<file path="config.mk">
export PLATFORM = sky130hd
export DESIGN_NAME = anpc_leg_seq
export DESIGN_NICKNAME = d
export VERILOG_FILES = /design/src/rtl/anpc_pkg.sv /design/src/rtl/anpc_pick.sv /design/src/rtl/anpc_zero_sel.sv /design/src/rtl/anpc_step_seq.sv /design/src/rtl/anpc_leg_seq.sv
export SDC_FILE = /design/constraint.sdc
export NUM_CORES = 1
export LEC_CHECK = 0
export BUFFER_PORTS_ARGS = -buffer_cell sky130_fd_sc_hd__buf_2
export CORE_ASPECT_RATIO = 0.7
export CORE_MARGIN = 3
export CORE_UTILIZATION = 30
export DETAILED_ROUTE_END_ITERATION = 6
export GPL_TIMING_DRIVEN = 0
export PLACE_DENSITY = 0.48
export SYNTH_ARGS = -nofsm -noshare
export SYNTH_HDL_FRONTEND = slang
export SYNTH_SLANG_ARGS = --single-unit
export TNS_END_PERCENT = 20
</file>
<file path="constraint.sdc">
create_clock -name clk -period 2.43 [get_ports clk]
set_clock_uncertainty 0.1 [all_clocks]
set_input_delay 0.486 -clock clk [delete_from_list [all_inputs] [get_ports clk]]
set_output_delay 0.486 -clock clk [all_outputs]
set_load 0.01 [all_outputs]
</file>
<file path="src/rtl/anpc_pkg.sv">
package anpc_pkg;

  localparam int NSW = 6;
  localparam int IW  = 3;

  typedef enum logic [2:0] {
    ST_POS = 3'd0,
    ST_ZU2 = 3'd1,
    ST_ZU1 = 3'd2,
    ST_ZL1 = 3'd3,
    ST_ZL2 = 3'd4,
    ST_NEG = 3'd5,
    ST_OFF = 3'd7
  } leg_st_e;

  typedef enum logic [1:0] {
    LV_ZERO = 2'b00,
    LV_POS  = 2'b01,
    LV_NEG  = 2'b10,
    LV_NONE = 2'b11
  } lvl_e;

  typedef enum logic [1:0] {
    PH_IDLE,
    PH_OFFS,
    PH_ONS
  } ph_e;

  // entry i sits at [IW*i +: IW]; entry 0 is served first
  localparam logic [NSW*IW-1:0] OFF_ORDER = {3'd3, 3'd2, 3'd4, 3'd1, 3'd6, 3'd5};
  localparam logic [NSW*IW-1:0] ON_ORDER  = {3'd6, 3'd5, 3'd4, 3'd1, 3'd3, 3'd2};

  function automatic logic [NSW-1:0] st_gates(leg_st_e s);
    case (s)
      ST_POS:  st_gates = 6'b100011;
      ST_ZU2:  st_gates = 6'b010010;
      ST_ZU1:  st_gates = 6'b011010;
      ST_ZL1:  st_gates = 6'b100101;
      ST_ZL2:  st_gates = 6'b100100;
      ST_NEG:  st_gates = 6'b011100;
      default: st_gates = 6'b000000;
    endcase
  endfunction

  function automatic logic is_zero(leg_st_e s);
    is_zero = (s == ST_ZU2) || (s == ST_ZU1) || (s == ST_ZL1) || (s == ST_ZL2);
  endfunction

endpackage

</file>
<file path="src/rtl/anpc_pick.sv">
module anpc_pick #(
  parameter int N  = 6,
  parameter int IW = 3,
  parameter logic [N*IW-1:0] ORDER = '0
) (
  input  logic [N-1:0] pend,
  output logic [N-1:0] pick,
  output logic         more
);

  always_comb begin
    pick = '0;
    for (int i = 0; i < N; i++) begin
      int idx;
      idx = int'(ORDER[i*IW +: IW]) - 1;
      if ((pick == '0) && (idx >= 0) && (idx < N)) begin
        if (pend[idx]) pick[idx] = 1'b1;
      end
    end
  end

  assign more = |(pend & ~pick);

endmodule

</file>
<file path="src/rtl/anpc_zero_sel.sv">
module anpc_zero_sel
  import anpc_pkg::*;
(
  input  leg_st_e    cur_st,
  input  logic       cur_pos,
  input  logic [2:0] hot_sw,
  output leg_st_e    zero_st
);

  logic [2:0] stressed;

  always_comb begin
    stressed = 3'd0;
    zero_st  = cur_st;
    case (cur_st)
      ST_POS: begin
        stressed = cur_pos ? 3'd1 : 3'd5;
        zero_st  = (hot_sw == stressed) ? ST_ZL1 : ST_ZU2;
      end
      ST_NEG: begin
        stressed = cur_pos ? 3'd6 : 3'd4;
        zero_st  = (hot_sw == stressed) ? ST_ZU1 : ST_ZL2;
      end
      ST_OFF:  zero_st = ST_ZU2;
      default: zero_st = cur_st;
    endcase
  end

endmodule

</file>
<file path="src/rtl/anpc_step_seq.sv">
module anpc_step_seq
  import anpc_pkg::*;
#(
  parameter int STEP_CYC = 4,
  parameter int DEAD_CYC = 8
) (
  input  logic           clk,
  input  logic           rst,
  input  logic           start,
  input  logic [NSW-1:0] tgt,
  output logic [NSW-1:0] gate_q,
  output logic           busy,
  output logic           finish
);

  localparam int TMAX = (STEP_CYC > DEAD_CYC) ? STEP_CYC : DEAD_CYC;
  localparam int TW   = (TMAX < 2) ? 1 : $clog2(TMAX + 1);
  localparam logic [TW-1:0] STEP_T = TW'(STEP_CYC - 1);
  localparam logic [TW-1:0] DEAD_T = TW'(DEAD_CYC - 1);

  ph_e            ph;
  logic [TW-1:0]  tmr;
  logic [NSW-1:0] tgt_q;
  logic [NSW-1:0] off_pend, on_pend, off_pick, on_pick;
  logic           off_more, on_more;

  assign off_pend = gate_q & ~tgt_q;
  assign on_pend  = tgt_q & ~gate_q;

  anpc_pick #(.N(NSW), .IW(IW), .ORDER(OFF_ORDER)) u_off_pick (
    .pend (off_pend),
    .pick (off_pick),
    .more (off_more)
  );

  anpc_pick #(.N(NSW), .IW(IW), .ORDER(ON_ORDER)) u_on_pick (
    .pend (on_pend),
    .pick (on_pick),
    .more (on_more)
  );

  assign busy   = (ph != PH_IDLE);
  assign finish = (ph == PH_ONS) && (tmr == '0) && !on_more;

  always_ff @(posedge clk) begin
    if (rst) begin
      ph     <= PH_IDLE;
      tmr    <= '0;
      tgt_q  <= '0;
      gate_q <= '0;
    end else begin
      case (ph)
        PH_IDLE: begin
          if (start) begin
            tgt_q <= tgt;
            ph    <= PH_OFFS;
            tmr   <= '0;
          end
        end
        PH_OFFS: begin
          if (tmr != '0) begin
            tmr <= tmr - 1'b1;
          end else begin
            gate_q <= gate_q & ~off_pick;
            if (off_more) begin
              tmr <= STEP_T;
            end else begin
              ph  <= PH_ONS;
              tmr <= DEAD_T;
            end
          end
        end
        PH_ONS: begin
          if (tmr != '0) begin
            tmr <= tmr - 1'b1;
          end else begin
            gate_q <= gate_q | on_pick;
            if (on_more) tmr <= STEP_T;
            else         ph  <= PH_IDLE;
          end
        end
        default: ph <= PH_IDLE;
      endcase
    end
  end

endmodule

</file>
<file path="src/rtl/anpc_leg_seq.sv">
module anpc_leg_seq
  import anpc_pkg::*;
#(
  parameter int STEP_CYC = 4,
  parameter int DEAD_CYC = 8
) (
  input  logic       clk,
  input  logic       rst,
  input  logic [1:0] lvl_req,
  input  logic       cur_pos,
  input  logic [2:0] hot_sw,
  output logic [5:0] gate,
  output logic [2:0] leg_state,
  output logic       busy
);

  leg_st_e cur_st, tgt_st, req_st, zero_st;
  logic    start, finish;

  anpc_zero_sel u_zsel (
    .cur_st  (cur_st),
    .cur_pos (cur_pos),
    .hot_sw  (hot_sw),
    .zero_st (zero_st)
  );

  always_comb begin
    case (lvl_e'(lvl_req))
      LV_POS:  req_st = ST_POS;
      LV_NEG:  req_st = ST_NEG;
      LV_ZERO: req_st = is_zero(cur_st) ? cur_st : zero_st;
      default: req_st = cur_st;
    endcase
  end

  assign start = !busy && (req_st != cur_st);

  anpc_step_seq #(.STEP_CYC(STEP_CYC), .DEAD_CYC(DEAD_CYC)) u_seq (
    .clk    (clk),
    .rst    (rst),
    .start  (start),
    .tgt    (st_gates(req_st)),
    .gate_q (gate),
    .busy   (busy),
    .finish (finish)
  );

  always_ff @(posedge clk) begin
    if (rst) begin
      cur_st <= ST_OFF;
      tgt_st <= ST_OFF;
    end else begin
      if (start)  tgt_st <= req_st;
      if (finish) cur_st <= tgt_st;
    end
  end

  assign leg_state = cur_st;

endmodule

</file>
==> results by group <==
Floorplan
  – Initial core utilization: 0.3182
  – Top Ports: 18
  – Die width: roughly 92 um
  – Rows: 21
  – Placeable Area: between 4000 and 5000 um^2
  – Die Y: around 66 um
  – Die Area: 6098 um^2

Finish
  – FILL cells: about 530
  – Fin area: 1800 um^2
  – Layout cell share with drive strength beyond 1: 0.1674
  – Most common cell after layout, fill and taps aside: dfxtp_1
  – Multi-input logic area: about 1000 um^2
  – Storage cell area: about 480 um^2
  – Most frequent cells in the layout: dfxtp_1 (24), buf_2 (18), a21oi_1 (17), nor2_1 (16)
  – Synthesis-to-layout area growth: 15.77%
  – Nets@finish: around 230
  – ANT cells: 0
  – Core Util, Final: 0.3684
  – Final non-filler cell total: 284

Placement
  – I/O Buffers: 15
  – Worst slack at placement: 0.03764 ns
  – Detailed Place HPWL: roughly 3000 um
  – GPL Wtd Cong: between 0.8 and 0.9
  – Placed Area: approximately 1700 um^2
  – Placed cells: around 280

Logic synthesis
  – Post-synthesis instance total: just under 200
  – Most used DFF post-synth: dfxtp_1
  – Ys Warns: 0
  – Main area contributors after synthesis: dfxtp_1 (31%), a21oi_1 (5.5%), nor2b_1 (4.8%)
  – Number of flops mapped to enable cells by yosys: 0
  – Syn_area_per_cell: slightly above 8 um^2
  – Mapped cell area: about 1600 um^2
  – Sequential-to-total area share from yosys stat: 0.3089
  – Synth top area share: 0.3089
  – Area leader, netlist: dfxtp_1
  – Asr flop ratio synth: 0
  – Mapped Nets: 206
  – #FFs+latches synth: 24
  – Post-synth cell types: 54

Status
  – Status: complete, no violations

STA
  – Fin. Hold Viols: 0
  – Worst slew pin tran: approximately 0.56 ns
  – Fin crit share: 0.9649
  – Unrepaired setup endpoints after global routing: yes
  – Max-Slew Margin vs Limit: 0.6228
  – Final Max Slew Viols: 0
  – Setup WS post-layout: 0.08529 ns
  – WHS: 0.3756 ns
  – TNS Setup: 0 ns
  – Tmin final: between 2 and 2.5 ns
  – Setup violations, final: 0
  – Fmax: roughly 0.43 GHz

CTS
  – Root Driver: clkbuf_8
  – Clk_lat worst skew: between 0.2 and 0.3 ns
  – Max Root-Sink Buffers: 2
  – Clk sinks: 24
  – Hold Buf Count CTS: 0
  – H-tree depth: 1
  – CTS tree: done
  – CTS Buf Count: 3
  – Reg clk slew, reported paths: ~0.09 ns

Worst setup path
  – Cell family with most CP delay: simple AND/OR/NAND/NOR gates
  – Critical-path top delay cell: or4_4
  – Crit. End Element: flip-flop
  – Critical path arrival: around 2.4 ns
  – CP Class: reg2reg
  – Reg-to-reg endpoint: u_seq.gate_q[2]$_SDFFE_PP0P_
  – Cell count of the worst reg-to-reg path: 7
  – Worst R2R Start: u_seq.tmr[0]$_SDFFE_PP0P_
  – CP required: between 2 and 2.5 ns
  – R2R Setup Slk: between 0.08 and 0.09 ns
  – CP Max Fanout: 5
  – Max incr delay on CP: approximately 0.52 ns
  – Worst path depth: 7
  – Worst path cell trace: inv_1 -> ha_1 -> or3b_4 -> or3_4 -> or4_4 -> o21ai_1 -> a2111oi_1
  – CP endpoint: u_seq.gate_q[2]$_SDFFE_PP0P_
  – CP Launch Type: flip-flop
  – Worst path bufs/invs: 1
  – Crit path launch: u_seq.tmr[0]$_SDFFE_PP0P_

Global route
  – Met1 Use GR: 0.1840
  – Largest net degree at the start of global routing: 14
  – Met3 GRT Util: 0.03868
  – GR peak layer: met2
  – Gr usage total: 0.1343
  – First-pass GRT wire length: between 6000 and 7000 um
  – Vias in the first global route: between 1000 and 1500
  – Total global routing overflow: 0
  – Met2 Use GR: 0.2109
  – Initial antenna violation count: 0

Routing
  – ANT nets after route: 0
  – DR iter-0 viols: ~80
  – Vias per cell: 5.243
  – Drt first pass iters: 4
  – Avg WL per Cell: ~13 um
  – DRC errors left: 0
  – WL final: 3831 um
  – Vias: roughly 1500

Power and ir drop
  – Cell Pwr Density: 1130 nW/um^2
  – Leak: approximately 0.67 nW
  – Maximum VDD drop: ~0.34 mV
  – Total chip power: 2.034 mW

Worst hold path
  – Min-Delay Path Class: reg2reg

Run
  – Max-cap violations: 0
## registers in the layout, summed over array words and instances, names as in the netlist
signal,cells
u_seq.gate_q,6
leg_state,3
tgt_st,3
u_seq.tgt_q,6
u_seq.ph,2
u_seq.tmr,4
## cell usage after synthesis, drive strengths merged (4+ instances only)
master,number
nor2b,13
or3,4
nor2,16
nor3,13
inv,11
ha,5
nand2b,6
dfxtp,24
a31oi,5
a21oi,17
buf,4
o21ai,12
nand2,6
and2,6
a211o,8
## per-layer routing
metal / vias to the layer above / wire [um] / share of wire
met2: 16 / 1634 / 0.43
met3: 4 / 111 / 0.029
met5: - / 0 / 0
met4: 0 / 23 / 0.0060
li1: 769 / - / -
met1: 700 / 2062 / 0.54
## final cells by class
type                       instances  share of cell area
timing repair buffer              18             0.05420
buffer                             7             0.02085
sequential                        24              0.2669
tap                               69             0.04795
multi-input combinational        151              0.5566
clock buffer                       4             0.03058
inverter                          11             0.02293
## where the power goes
| group | switching, mW | leakage [nW] | total, mW | internal (mW) |
|---|---|---|---|---|
| clock | 0.143 | 0.0288 | 0.288 | 0.145 |
| sequential | 0.133 | 0.196 | 0.641 | 0.509 |
| combinational | 0.618 | 0.445 | 1.10 | 0.486 |
| total | 0.894 | 0.671 | 2.03 | 1.14 |
## how the worst min path moves through the flow
stage,endpoint,startpoint,slack (ns),depth (start not counted)
3_3_place_gp,tgt_st[0]$_SDFFE_PP1P_,tgt_st[0]$_SDFFE_PP1P_,0.35,1
5_1_grt,leg_state[1]$_SDFFE_PP1P_,tgt_st[1]$_SDFFE_PP1P_,0.39,1
3_5_place_dp,leg_state[1]$_SDFFE_PP1P_,tgt_st[1]$_SDFFE_PP1P_,0.36,1
4_1_cts,leg_state[1]$_SDFFE_PP1P_,tgt_st[1]$_SDFFE_PP1P_,0.38,1
2_1_floorplan,tgt_st[1]$_SDFFE_PP1P_,tgt_st[1]$_SDFFE_PP1P_,0.34,1
6_report,leg_state[1]$_SDFFE_PP1P_,tgt_st[1]$_SDFFE_PP1P_,0.38,1
## kinds of logic after synthesis
family,synth area share
AO/OA/AOI/OAI,0.2768
XOR/XNOR,0.01127
adder cells (fa/ha/maj),0.04023
buffers and inverters,0.05068
flip-flops,0.3089
multiplexers,0.006436
AND/OR/NAND/NOR,0.3057
## worst register-to-register path, stage by stage, from the launching register on
cell       delay, ns
dfxtp_1         0.35
inv_1           0.06
ha_1            0.18
or3b_4          0.44
or3_4           0.39
or4_4           0.52
o21ai_1         0.09
a2111oi_1       0.09
## what timing repair did
action,4_1_cts,5_1_grt
setup buffers,0,3
resized for setup,0,1
endpoints found under the setup margin,0,8
No activity file was read; power rests on OpenSTA's default activity.
